==> src/rtl/sdcf_pkg.sv <==
package sdcf_pkg;

    typedef enum logic [2:0] {
        CMD_NOP  = 3'd0,
        CMD_ACT  = 3'd1,
        CMD_RD   = 3'd2,
        CMD_WR   = 3'd3,
        CMD_PRE  = 3'd4,
        CMD_REF  = 3'd5,
        CMD_MRS  = 3'd6,
        CMD_EMRS = 3'd7
    } sdcf_cmd_e;

    typedef enum logic [1:0] {
        PS_RUN     = 2'd0,
        PS_SUSPEND = 2'd1,
        PS_PWRDN   = 2'd2,
        PS_SELFREF = 2'd3
    } sdcf_pwr_e;

    localparam int MAX_CL = 3;

endpackage

==> src/rtl/sdcf_decode.sv <==
module sdcf_decode
    import sdcf_pkg::*;
#(
    parameter int BA_W = 2
) (
    input  logic            cs_n,
    input  logic            ras_n,
    input  logic            cas_n,
    input  logic            we_n,
    input  logic [BA_W-1:0] ba,
    output sdcf_cmd_e       cmd
);

    always_comb begin
        cmd = CMD_NOP;
        if (!cs_n) begin
            case ({ras_n, cas_n, we_n})
                3'b011: cmd = CMD_ACT;
                3'b101: cmd = CMD_RD;
                3'b100: cmd = CMD_WR;
                3'b010: cmd = CMD_PRE;
                3'b001: cmd = CMD_REF;
                3'b000: begin
                    if (ba == BA_W'(0))      cmd = CMD_MRS;
                    else if (ba == BA_W'(1)) cmd = CMD_EMRS;
                end
                default: cmd = CMD_NOP;
            endcase
        end
    end

endmodule

==> src/rtl/sdcf_bank_track.sv <==
module sdcf_bank_track
    import sdcf_pkg::*;
#(
    parameter int BANKS = 4,
    localparam int BA_W = $clog2(BANKS)
) (
    input  logic             clk,
    input  logic             rst_n,
    input  logic             adv,
    input  sdcf_cmd_e        cmd,
    input  logic [BA_W-1:0]  ba,
    input  logic             ap,
    output logic [BANKS-1:0] open_q,
    output logic             legal,
    output logic             err_q
);

    always_comb begin
        case (cmd)
            CMD_ACT:         legal = !open_q[ba];
            CMD_RD, CMD_WR:  legal = open_q[ba];
            default:         legal = 1'b1;
        endcase
    end

    for (genvar i = 0; i < BANKS; i++) begin : g_bank
        logic hit;
        assign hit = (ba == BA_W'(i));
        always_ff @(posedge clk) begin
            if (!rst_n) begin
                open_q[i] <= 1'b0;
            end else if (adv && legal) begin
                if (cmd == CMD_ACT && hit)
                    open_q[i] <= 1'b1;
                else if ((cmd == CMD_RD || cmd == CMD_WR) && hit && ap)
                    open_q[i] <= 1'b0;
                else if (cmd == CMD_PRE && (ap || hit))
                    open_q[i] <= 1'b0;
            end
        end
    end

    always_ff @(posedge clk) begin
        if (!rst_n)              err_q <= 1'b0;
        else if (adv && !legal)  err_q <= 1'b1;
    end

endmodule

==> src/rtl/sdcf_power_fsm.sv <==
module sdcf_power_fsm
    import sdcf_pkg::*;
(
    input  logic      clk,
    input  logic      rst_n,
    input  logic      cke,
    input  logic      any_open,
    input  sdcf_cmd_e cmd,
    output sdcf_pwr_e state,
    output logic      adv
);

    sdcf_pwr_e state_q, state_d;

    always_ff @(posedge clk) begin
        if (!rst_n) state_q <= PS_RUN;
        else        state_q <= state_d;
    end

    always_comb begin
        state_d = state_q;
        unique case (state_q)
            PS_RUN: begin
                if (!cke) begin
                    if (any_open)            state_d = PS_SUSPEND;
                    else if (cmd == CMD_REF) state_d = PS_SELFREF;
                    else                     state_d = PS_PWRDN;
                end
            end
            PS_SUSPEND, PS_PWRDN, PS_SELFREF: begin
                if (cke) state_d = PS_RUN;
            end
        endcase
    end

    always_comb begin
        adv   = 1'b0;
        state = state_q;
        unique case (state_q)
            PS_RUN:                           adv = cke;
            PS_SUSPEND, PS_PWRDN, PS_SELFREF: adv = 1'b0;
        endcase
    end

endmodule

==> src/rtl/sdcf_dqm_timing.sv <==
module sdcf_dqm_timing
    import sdcf_pkg::*;
#(
    parameter int LANES = 2
) (
    input  logic             clk,
    input  logic             rst_n,
    input  logic             adv,
    input  logic             rd_issue,
    input  logic [1:0]       cas_lat,
    input  logic             fast_oe,
    input  logic [LANES-1:0] dqm,
    output logic             rd_valid,
    output logic [LANES-1:0] rd_drive
);

    localparam int OE_LAT = 2;

    logic [MAX_CL:0]    rpipe;
    logic [LANES-1:0]   mpipe [OE_LAT+1];
    logic [LANES-1:0]   mask_sel;

    always_ff @(posedge clk) begin
        if (!rst_n) begin
            rpipe <= '0;
            for (int s = 0; s <= OE_LAT; s++) mpipe[s] <= '0;
        end else if (adv) begin
            rpipe    <= {rpipe[MAX_CL-1:0], rd_issue};
            mpipe[0] <= dqm;
            for (int s = 1; s <= OE_LAT; s++) mpipe[s] <= mpipe[s-1];
        end
    end

    assign rd_valid = rpipe[cas_lat];
    assign mask_sel = (cas_lat == 2'd1 && fast_oe) ? mpipe[1] : mpipe[OE_LAT];
    assign rd_drive = {LANES{rd_valid}} & ~mask_sel;

endmodule

==> src/rtl/sdram_cmd_front.sv <==
module sdram_cmd_front
    import sdcf_pkg::*;
#(
    parameter int ROW_W = 12,
    parameter int BANKS = 4,
    parameter bit X16   = 1'b1,
    localparam int BA_W  = $clog2(BANKS),
    localparam int COL_W = 9,
    localparam int LANES = 2,
    localparam int AP_BIT = 10
) (
    input  logic             clk,
    input  logic             rst_n,
    input  logic             cke,
    input  logic             cs_n,
    input  logic             ras_n,
    input  logic             cas_n,
    input  logic             we_n,
    input  logic [BA_W-1:0]  ba,
    input  logic [ROW_W-1:0] addr,
    input  logic             dqm_lo,
    input  logic             dqm_hi,
    output logic [2:0]       cmd_code,
    output logic [BA_W-1:0]  cmd_bank,
    output logic [ROW_W-1:0] cmd_row,
    output logic [COL_W-1:0] cmd_col,
    output logic             cmd_ap,
    output logic [BANKS-1:0] bank_open,
    output logic             proto_err,
    output logic [1:0]       pwr_state,
    output logic             rd_valid,
    output logic [LANES-1:0] rd_drive,
    output logic [LANES-1:0] wr_byte_en
);

    sdcf_cmd_e        raw_cmd;
    sdcf_pwr_e        pstate;
    logic             adv;
    logic             legal;
    logic             take;
    logic [1:0]       cl_q;
    logic             fast_q;
    logic [LANES-1:0] lane_mask;
    logic [COL_W-1:0] col_d;

    sdcf_decode #(.BA_W(BA_W)) i_decode (
        .cs_n (cs_n), .ras_n(ras_n), .cas_n(cas_n), .we_n(we_n),
        .ba   (ba),   .cmd  (raw_cmd)
    );

    sdcf_power_fsm i_power (
        .clk     (clk),
        .rst_n   (rst_n),
        .cke     (cke),
        .any_open(|bank_open),
        .cmd     (raw_cmd),
        .state   (pstate),
        .adv     (adv)
    );

    sdcf_bank_track #(.BANKS(BANKS)) i_banks (
        .clk   (clk),
        .rst_n (rst_n),
        .adv   (adv),
        .cmd   (raw_cmd),
        .ba    (ba),
        .ap    (addr[AP_BIT]),
        .open_q(bank_open),
        .legal (legal),
        .err_q (proto_err)
    );

    assign take      = adv && legal;
    assign pwr_state = pstate;

    if (X16) begin : g_x16
        assign lane_mask = {dqm_hi, dqm_lo};
        assign col_d     = {1'b0, addr[7:0]};
    end else begin : g_x8
        assign lane_mask = {dqm_lo, dqm_lo};
        assign col_d     = addr[COL_W-1:0];
    end

    sdcf_dqm_timing #(.LANES(LANES)) i_dqm (
        .clk     (clk),
        .rst_n   (rst_n),
        .adv     (adv),
        .rd_issue(take && raw_cmd == CMD_RD),
        .cas_lat (cl_q),
        .fast_oe (fast_q),
        .dqm     (lane_mask),
        .rd_valid(rd_valid),
        .rd_drive(rd_drive)
    );

    assign wr_byte_en = (take && raw_cmd == CMD_WR) ? ~lane_mask : '0;

    always_ff @(posedge clk) begin
        if (!rst_n) begin
            cl_q   <= 2'(MAX_CL);
            fast_q <= 1'b0;
        end else if (take) begin
            if (raw_cmd == CMD_MRS && addr[5:4] != 2'd0) cl_q <= addr[5:4];
            if (raw_cmd == CMD_EMRS)                     fast_q <= addr[0];
        end
    end

    always_ff @(posedge clk) begin
        if (!rst_n) begin
            cmd_code <= CMD_NOP;
            cmd_bank <= '0;
            cmd_row  <= '0;
            cmd_col  <= '0;
            cmd_ap   <= 1'b0;
        end else begin
            cmd_code <= take ? raw_cmd : CMD_NOP;
            if (take) begin
                cmd_bank <= ba;
                cmd_row  <= addr;
                cmd_col  <= col_d;
                cmd_ap   <= addr[AP_BIT];
            end
        end
    end

endmodule

==> config.mk <==
export PLATFORM = sky130hd
export DESIGN_NAME = sdram_cmd_front
export DESIGN_NICKNAME = d
export VERILOG_FILES = /design/src/rtl/sdcf_pkg.sv /design/src/rtl/sdcf_decode.sv /design/src/rtl/sdcf_bank_track.sv /design/src/rtl/sdcf_power_fsm.sv /design/src/rtl/sdcf_dqm_timing.sv /design/src/rtl/sdram_cmd_front.sv
export SDC_FILE = /design/constraint.sdc
export NUM_CORES = 1
export LEC_CHECK = 0
export BUFFER_PORTS_ARGS = -buffer_cell sky130_fd_sc_hd__buf_2
export CAP_MARGIN = 20
export CORE_ASPECT_RATIO = 0.9
export CORE_MARGIN = 4
export CORE_UTILIZATION = 25
export CTS_CLUSTER_SIZE = 28
export DETAILED_ROUTE_END_ITERATION = 10
export HOLD_SLACK_MARGIN = 0.02
export PLACE_DENSITY = 0.52
export REMOVE_ABC_BUFFERS = 1
export SYNTH_ARGS = -nofsm -noshare
export SYNTH_HDL_FRONTEND = slang
export SYNTH_HIERARCHICAL = 1
export SYNTH_SLANG_ARGS = --single-unit
==> constraint.sdc <==
create_clock -name clk -period 4.4 [get_ports clk]
set_input_delay 1.1 -clock clk [delete_from_list [all_inputs] [get_ports clk]]
set_output_delay 1.1 -clock clk [all_outputs]
set_load 0.02 [all_outputs]
==> impl_metrics.ini, run 1 <==
[status]
status = finished, final reports clean

[yosys]
ys.flop_type = dfxtp_1
synth-seq-cells = 37
async_flop_share_pct = 0
synth_area_leaders = dfxtp_1 34%, edfxtp_1 9.7%, nand2_1 7.1%, a21boi_0 5.7%, buf_4 4.9%
synth_cell_types = 44
yosysTopAreaCellShare_pct = 33.5
synthesis.area_mm2 = 0.00185
yosys.area.top_type = dfxtp_1
synth_area_per_cell_um2 = 9.50
yosys_warnings = 6
synthCells = 195
synth-edff-count = 6
ys_seq_area_share_pct = 43.2

[critical_path]
r2r_slack_ps = 2430
critical_path_class = input pin to output pin
crit_end = wr_byte_en[0]
cp-startpoint = ba[1]
r2r-end = i_dqm/rpipe[0]
cp-start-kind = input pin
r2r-start = i_banks/open_q[3]
arrival_ps = 2770
cp_max_fo = 13
required_ps = 3300
reg2reg_depth = 8
critPathCaptureType = output pin

[pwr]
p_leak_uw = 0.00107
comb_power_share_pct = 15.2
switchingPower_uw = 205
power.density_mw_per_mm2 = 337
seqPwrFrac_pct = 47.3
power_switching_share_pct = 26.5
clkPwrFrac_pct = 37.6
p_int_uw = 570
ir_drop_uv = 147

[grt]
antenna_found_initial = 0
gr-total-overflow = 0
grt_usage_pct = 10.4
grt_max_degree = 40
grt_pass1_vias = 1508
grt_pass1_wl_mm = 7.45

[clocking]
cts_hold_buf = 0
cts-root-buf = clkbuf_8
cts.sink_count = 37
cts_resized = 0
cts_buffers = 5
clk_latency_ps = 280
cts_tree = yes
cts_setup_buffers = 0
htree_num_levels = 2
cts.path.max_buffers = 2
path_clk_slew_ps = 70

[worst_hold_path]
hold_path_class = register to register
holdPathStages = 2
min_from = cmd_row[9]

[floorplan]
start_util_pct = 26.0
core.rowCount = 29
ios = 62
dieArea_mm2 = 0.00885
die_w_um = 98.7
die_h_um = 89.6
core_area_mm2 = 0.00711

[cells_and_area]
layout.cells.non_filler = 344
layout_commonest_cell = buf_2
nets = 273
nFillCells = 793
antenna_cells = 0
register_area_um2 = 801
final_cell_mix = 60 x buf_2, 35 x nand2_1, 31 x dfxtp_1, 14 x a21boi_0, 10 x nor2_1
multiInputGateArea_um2 = 917
syn_to_final_growth_pct = 24.5
layout-drive-gt1-share_pct = 33.9

[detailed_routing]
drtIter0Drc = 99
vias = 1548
firstDrtPassIters = 4
drc = 0
ant_nets = 0
wl_mm = 4.50
via_per_inst = 4.50
wl_per_cell_um = 13.1

[timing]
fmax_mhz = 258
finalHoldViolations = 0
slew_violations = 0
setup_viol = 0
fin_worst_skew_ps = 1.97
fin_crit_sh_pct = 88.0
max_slew_margin_pct = 58.5
whs_ps = 465
min_period_ps = 3870
grt_setup_unrepaired = no
tightestPinTransition_ps = 623

[placement]
port-buffer-count = 60
dp_hpwl_mm = 3.18
dp_cells = 336
place_congestion = 0.760

[job]
cap_viol_max_count = 0
flip-flops by register name (all words and copies together), names as in the netlist, 2 cells and up:
name	count
cmd_bank	2
i_dqm/mpipe	6
cmd_row	12
cmd_code	3
cl_q	2
i_power/state	2
i_banks/open_q	4
i_dqm/rpipe	4
cells by family (layout without fill, tap and decap cells):
group	Yosys count	after routing	synth area share (%)
buf+inv	22	78	7.77
mux	11	11	7.77
simple gates	89	89	25.5
flops	37	37	43.2
other cells	1	1	0.203
compound gates	35	35	15.5
power groups by stage:
stage               registers (uW)  logic, uW  clock network [uW]
finish                         367        118                 291
global route                   369        131                 316
CTS                            367        120                 306
detailed placement             375        119                   0
global placement               374        118                   0
floorplan                      393       46.9                   0
worst max-delay path: stages:
cell and delay [ps]:
buf_2 180, nor3b_1 180, a2111oi_2 390, nor3b_1 120
mux2i_2 190, and2_4 170, nand4b_1 160, nor2_1 110
buf_2 170
per-stage QoR:
stage                     setup TNS [ps]  total power [uW]  cell area [um^2]  utilization [%]  setup WS [ps]
after floorplan                    -7.63               440              1720                -          -3.81
after global placement                 0               493              2190             30.9            520
after detailed placement               0               494              2190             30.9            504
after CTS                              0               793              2300             32.4            499
after global routing                   0               816              2300             32.4            336
final                                  0               776              2300             32.4            526
final cells by class:
cell class / count / area share (%)
repair buffers: 66 / 15.0
multi-input cells: 136 / 39.8
clock inverters: 3 / 1.79
flip-flops and latches: 37 / 34.7
inverters: 4 / 0.651
well taps: 93 / 5.05
clock buffers: 5 / 2.99
Yosys cell counts, types with 2 or more instances:
library cell / n
a21boi_0: 14
a21oi_1: 4
and3_1: 9
buf_4: 12
buf_6: 2
clkbuf_1: 3
dfxtp_1: 31
edfxtp_1: 6
inv_1: 4
mux2i_1: 7
mux4_2: 2
nand2_1: 35
nand2b_1: 7
nand4_1: 2
nand4b_1: 3
nor2_1: 10
nor2b_1: 6
nor3_1: 5
nor3b_1: 3
o211a_1: 3
o221a_1: 4
how the worst min path moves through the flow:
stage | end | slack [ps]
6_report | cmd_row[9] | 460
5_1_grt | cmd_row[8] | 490
4_1_cts | cmd_row[9] | 470
3_5_place_dp | i_banks/err_q | 460
3_3_place_gp | i_banks/err_q | 450
2_1_floorplan | fast_q | 460
routing by layer:
metal	up-vias	track usage [%]	wire length, um
met5	-	0	0
met4	0	3.47	65
met3	8	3.24	275
met2	39	16.6	2040
met1	715	13.5	2120
li1	786	-	-
Note: power is estimated with default switching activity, not from simulation.
==> run 2, diff against run 1 <==
- CORE_ASPECT_RATIO: 0.9 -> unset
==> impl_metrics.ini, run 2 (same netlist as run 1, synthesis figures left out) <==
[pwr]
p_leak_uw = 0.00106
power_uw = 717
ir_drop_uv = 122
power.density_mw_per_mm2 = 315

[timing]
final.setup.tns_ps = 0
grt_setup_unrepaired = no
setup_viol = 0
fin_crit_sh_pct = 90.2
fin_worst_skew_ps = 8.58
tightestPinTransition_ps = 601
fmax_mhz = 252
max_slew_margin_pct = 59.9
finalHoldViolations = 0
slew_violations = 0
whs_ps = 463
min_period_ps = 3970

[placement]
port-buffer-count = 60
dp_hpwl_mm = 3.17
place_congestion = 0.754

[cells_and_area]
largest_reg_flops = 12
layout_commonest_cell = buf_2
syn_to_final_growth_pct = 23.2
top_register = cmd_row
final_util_pct = 31.6
nets = 272
antenna_cells = 0
layout-drive-gt1-share_pct = 34.0
reg.largest.list = cmd_row: 12 flops, i_dqm/mpipe: 6 flops
final_cell_mix = 60 x buf_2, 35 x nand2_1, 31 x dfxtp_1, 14 x a21boi_0, 10 x nor2_1

[critical_path]
critPathCaptureType = output pin
cp_max_fo = 20
critical_path_class = input pin to output pin
critPathSlowestCell = a2111oi_2
cpPeakStageDelay_ps = 380
path_delay_family = simple AND/OR/NAND/NOR gates
crit_buf_inv = 2
cp_cell_sequence = buf_2, nor3b_1, a2111oi_2, nor3b_1, mux2i_2, and2_4, nand4b_1, nor2_1, buf_2
cp-start-kind = input pin
required_ps = 3300
arrival_ps = 2870

[floorplan]
die_w_um = 94.1
die_h_um = 94.1
start_util_pct = 25.7
core_area_mm2 = 0.00721
core.rowCount = 31
ios = 62
dieArea_mm2 = 0.00885

[clocking]
cts_resized = 0
cts.path.max_buffers = 2
cts_tree = yes
cts_hold_buf = 0
htree_num_levels = 2
cts_setup_buffers = 0
cts.sink_count = 37
cts-root-buf = clkbuf_8
clk_latency_ps = 290
cts_buffers = 5
path_clk_slew_ps = 80

[grt]
grt_pass1_vias = 1468
grt_max_degree = 40
use_met3_pct = 3.04
antenna_found_initial = 0
met2_usage_pct = 16.7
grt_usage_pct = 9.69
grtUsageMet1_pct = 11.4
grt_pass1_wl_mm = 6.89
top_usage_layer = met2
gr-total-overflow = 0

[detailed_routing]
firstDrtPassIters = 4
wl_per_cell_um = 12.6
drc = 0
ant_nets = 0
vias = 1575
drtIter0Drc = 64
wl_mm = 4.39
via_per_inst = 4.51

[status]
status = finished, final reports clean

[job]
cap_viol_max_count = 0

[worst_hold_path]
hold_path_class = register to register
-- run 2: changes by cell type in the layout (fill, tap and decap cells not counted), sizes merged --
cell and delta:
buf -1, bufinv -1, clkinv +1
-- run 2: area by class of cell --
| cell class | count | area, um^2 |
|---|---|---|
| Clock buffer | 5 | 68.8 |
| Inverter | 4 | 15.0 |
| Clock inverter | 3 | 17.5 |
| Tap cell | 99 | 124 |
| Sequential cell | 37 | 801 |
| Fill cell | 797 | 4930 |
| Multi-Input combinational cell | 136 | 917 |
| Timing Repair Buffer | 65 | 338 |
-- run 2: final timing paths --
check,startpoint,endpoint,slack (ps),cells after the start
min reg2reg,cmd_row[9],cmd_row[9],460,2
max,ba[1],wr_byte_en[1],430,9
min,cmd_row[9],cmd_row[9],460,2
max reg2reg,i_banks/open_q[3],cmd_row[10],2510,6
-- run 2: power by group --
group / total, uW / internal (uW) / switching (uW)
sequential: 367 / 359 / 8.23
combinational: 116 / 44.2 / 71.4
clock: 235 / 109 / 126
total: 717 / 512 / 205
-- run 2: layer usage --
layer  vias up  routed length (um)  part of all wire (%)
met1       747                1910                    44
li1        788                   -                     -
met4         0                  34                  0.78
met2        35                2190                    50
met3         5                 252                   5.7
met5         -                   0                     0
-- run 2: tightest hold or removal path: stages, from the launching register on --
cell      delay, ps
dfxtp_1         310
nand2_1          40
a21boi_0         60
-- run 2: stage by stage --
stage / std cells / instance area [um^2] / worst slack (ps)
2_1_floorplan: 177 / 1720 / -3.81
3_3_place_gp: 341 / 2190 / 427
3_5_place_dp: 341 / 2190 / 406
4_1_cts: 349 / 2280 / 403
5_1_grt: 349 / 2280 / 235
6_report: 349 / 2280 / 433
==> run 3, diff against run 2 <==
- ABC_AREA: unset -> 1
- CORE_ASPECT_RATIO: unset -> 2
==> impl_metrics.ini, run 3 <==
[yosys]
yosysMostFrequentCell = nor2_1
synth_xor_area_share_pct = 0
yosysTopAreaCellShare_pct = 33.2
synth_common_cells = 59 x nor2_1, 46 x nand2_1, 31 x dfxtp_1, 30 x inv_1, 15 x nand3_1
synth_area_per_cell_um2 = 7.10
synth_compound_area_share_pct = 8.18
synth-edff-count = 6
ys_seq_area_share_pct = 42.9
synth_cell_types = 26
synth_simple_gate_area_share_pct = 35.9
async_flop_share_pct = 0
synth_mux_area_share_pct = 0
yosys_warnings = 6
synth-seq-cells = 37
synthCells = 263
yosys.area.top_type = dfxtp_1
synthAdderAreaFrac_pct = 0
ys.flop_type = dfxtp_1
synth_area_leaders = dfxtp_1 33%, nor2_1 12%, edfxtp_1 9.7%, nand2_1 9.2%, inv_1 6.0%
synthesis.area_mm2 = 0.00187
synth_top_family_by_area = simple AND/OR/NAND/NOR gates

[floorplan]
core_area_mm2 = 0.00727
die_h_um = 130
dieArea_mm2 = 0.00900
die_w_um = 69.1
core.rowCount = 44
start_util_pct = 25.7
ios = 62

[pwr]
p_leak_uw = 0.00116
power.density_mw_per_mm2 = 365
ir_drop_uv = 136

[critical_path]
r2r-end = cmd_code[2]
cp-startpoint = we_n
r2r-start = i_banks/open_q[2]
critPathCaptureType = output pin
cp_max_fo = 13
crit_end = wr_byte_en[0]
cp-start-kind = input pin
required_ps = 3300
r2r_slack_ps = 2790
critical_path_class = input pin to output pin
reg2reg_depth = 11
arrival_ps = 2840

[clocking]
clk_latency_ps = 270
htree_num_levels = 2
cts.sink_count = 37
cts_tree = yes
cts_setup_buffers = 0
cts_buffers = 5
cts_resized = 0
cts-root-buf = clkbuf_16
cts.path.max_buffers = 2
path_clk_slew_ps = 50
cts_hold_buf = 0

[detailed_routing]
wl_per_cell_um = 11.4
wl_mm = 4.68
ant_nets = 0
drtIter0Drc = 56
drc = 0
vias = 1728
via_per_inst = 4.19
firstDrtPassIters = 4

[timing]
fin_worst_skew_ps = 1.43
slew_violations = 0
finalHoldViolations = 0
fmax_mhz = 254
grt_setup_unrepaired = no
min_period_ps = 3940
final.setup.tns_ps = 0
fin_crit_sh_pct = 89.6
setup_viol = 0

[grt]
grt_max_degree = 21
grt_usage_pct = 10.6
grt_pass1_wl_mm = 7.48
gr-total-overflow = 0
antenna_found_initial = 0
grt_pass1_vias = 1577

[placement]
port-buffer-count = 60
dp_hpwl_mm = 3.80
place_congestion = 0.767

[job]
cap_viol_max_count = 0

[cells_and_area]
largest_reg_flops = 12
reg.largest.list = cmd_row: 12 flops, i_dqm/mpipe: 6 flops
nets = 342
layout_commonest_cell = buf_2
layout-drive-gt1-share_pct = 28.1
top_register = cmd_row
antenna_cells = 0
syn_to_final_growth_pct = 25.9
final_util_pct = 32.3
final_cell_mix = 60 x buf_2, 59 x nor2_1, 46 x nand2_1, 31 x dfxtp_1, 30 x inv_1

[worst_hold_path]
holdPathStages = 2
min_from = i_banks/err_q
hold_path_class = register to register

[status]
status = finished, final reports clean
-- run 3: changes by cell type in the layout (fill, tap and decap cells not counted), moves of 6 or more --
cell,before,now
nand3_1,0,15
nor2_1,10,59
inv_1,4,30
nand2_1,35,46
nand2b_1,7,0
a21boi_0,14,0
nand4_1,2,8
o21ai_1,0,7
nor2b_1,6,0
mux2i_1,7,0
and3_1,9,0
o21ai_0,1,13
-- run 3: cell type report --
type | instances | area (um^2)
fill | 835 | 4920
inverter | 35 | 133
clock buffer | 8 | 146
multi-input combinational | 177 | 832
timing repair buffer | 63 | 323
sequential | 37 | 801
tap | 92 | 115
-- run 3: critical path, stage by stage --
cell,delay (ps)
buf_2,110
inv_2,50
nand2_2,60
nor2_2,100
nand2_1,60
nand2_1,180
inv_1,110
nand2_1,130
nand2_4,70
nand3_4,140
nand2_2,80
clkinv_2,160
nand4_1,190
nor2_1,120
buf_2,170
-- run 3: logic make-up (layout without fill, tap and decap cells) --
logic type | count (synthesis) | after routing
DFF | 37 | 37
and+or+nand+nor | 146 | 146
other | 1 | 1
buffers and inverters | 49 | 106
AOI/OAI and AO/OA | 30 | 30
-- run 3: power breakdown --
group | switching [uW] | internal [uW] | total [uW]
Clock | 123 | 226 | 348
Sequential | 10.0 | 363 | 373
Combinational | 93.4 | 43.7 | 137
Total | 226 | 632 | 859
-- run 3: stage by stage --
| stage | worst slack (ps) | std cells | total power (uW) | area (um^2) | hold WS [ps] |
|---|---|---|---|---|---|
| global route | 228 | 412 | 903 | 2350 | 504 |
| finish | 456 | 412 | 859 | 2350 | 462 |
| CTS | 411 | 412 | 875 | 2350 | 466 |
| global placement | 473 | 404 | 518 | 2200 | 442 |
| detailed placement | 417 | 404 | 520 | 2200 | 448 |
| floorplan | 29.2 | 249 | 464 | 1760 | 452 |
-- run 3: worst min-delay path by stage --
stage | end
floorplan | i_dqm/rpipe[3]
global placement | i_banks/err_q
detailed placement | i_banks/err_q
CTS | i_banks/err_q
global route | cmd_row[4]
finish | i_banks/err_q
-- run 3: routing by layer --
layer / vias up / global-route usage, % / wire length [um]
li1: 935 / - / -
met1: 749 / 9.93 / 1720
met2: 36 / 21.1 / 2630
met3: 8 / 1.70 / 186
met4: 0 / 6.33 / 144
met5: - / 0 / 0
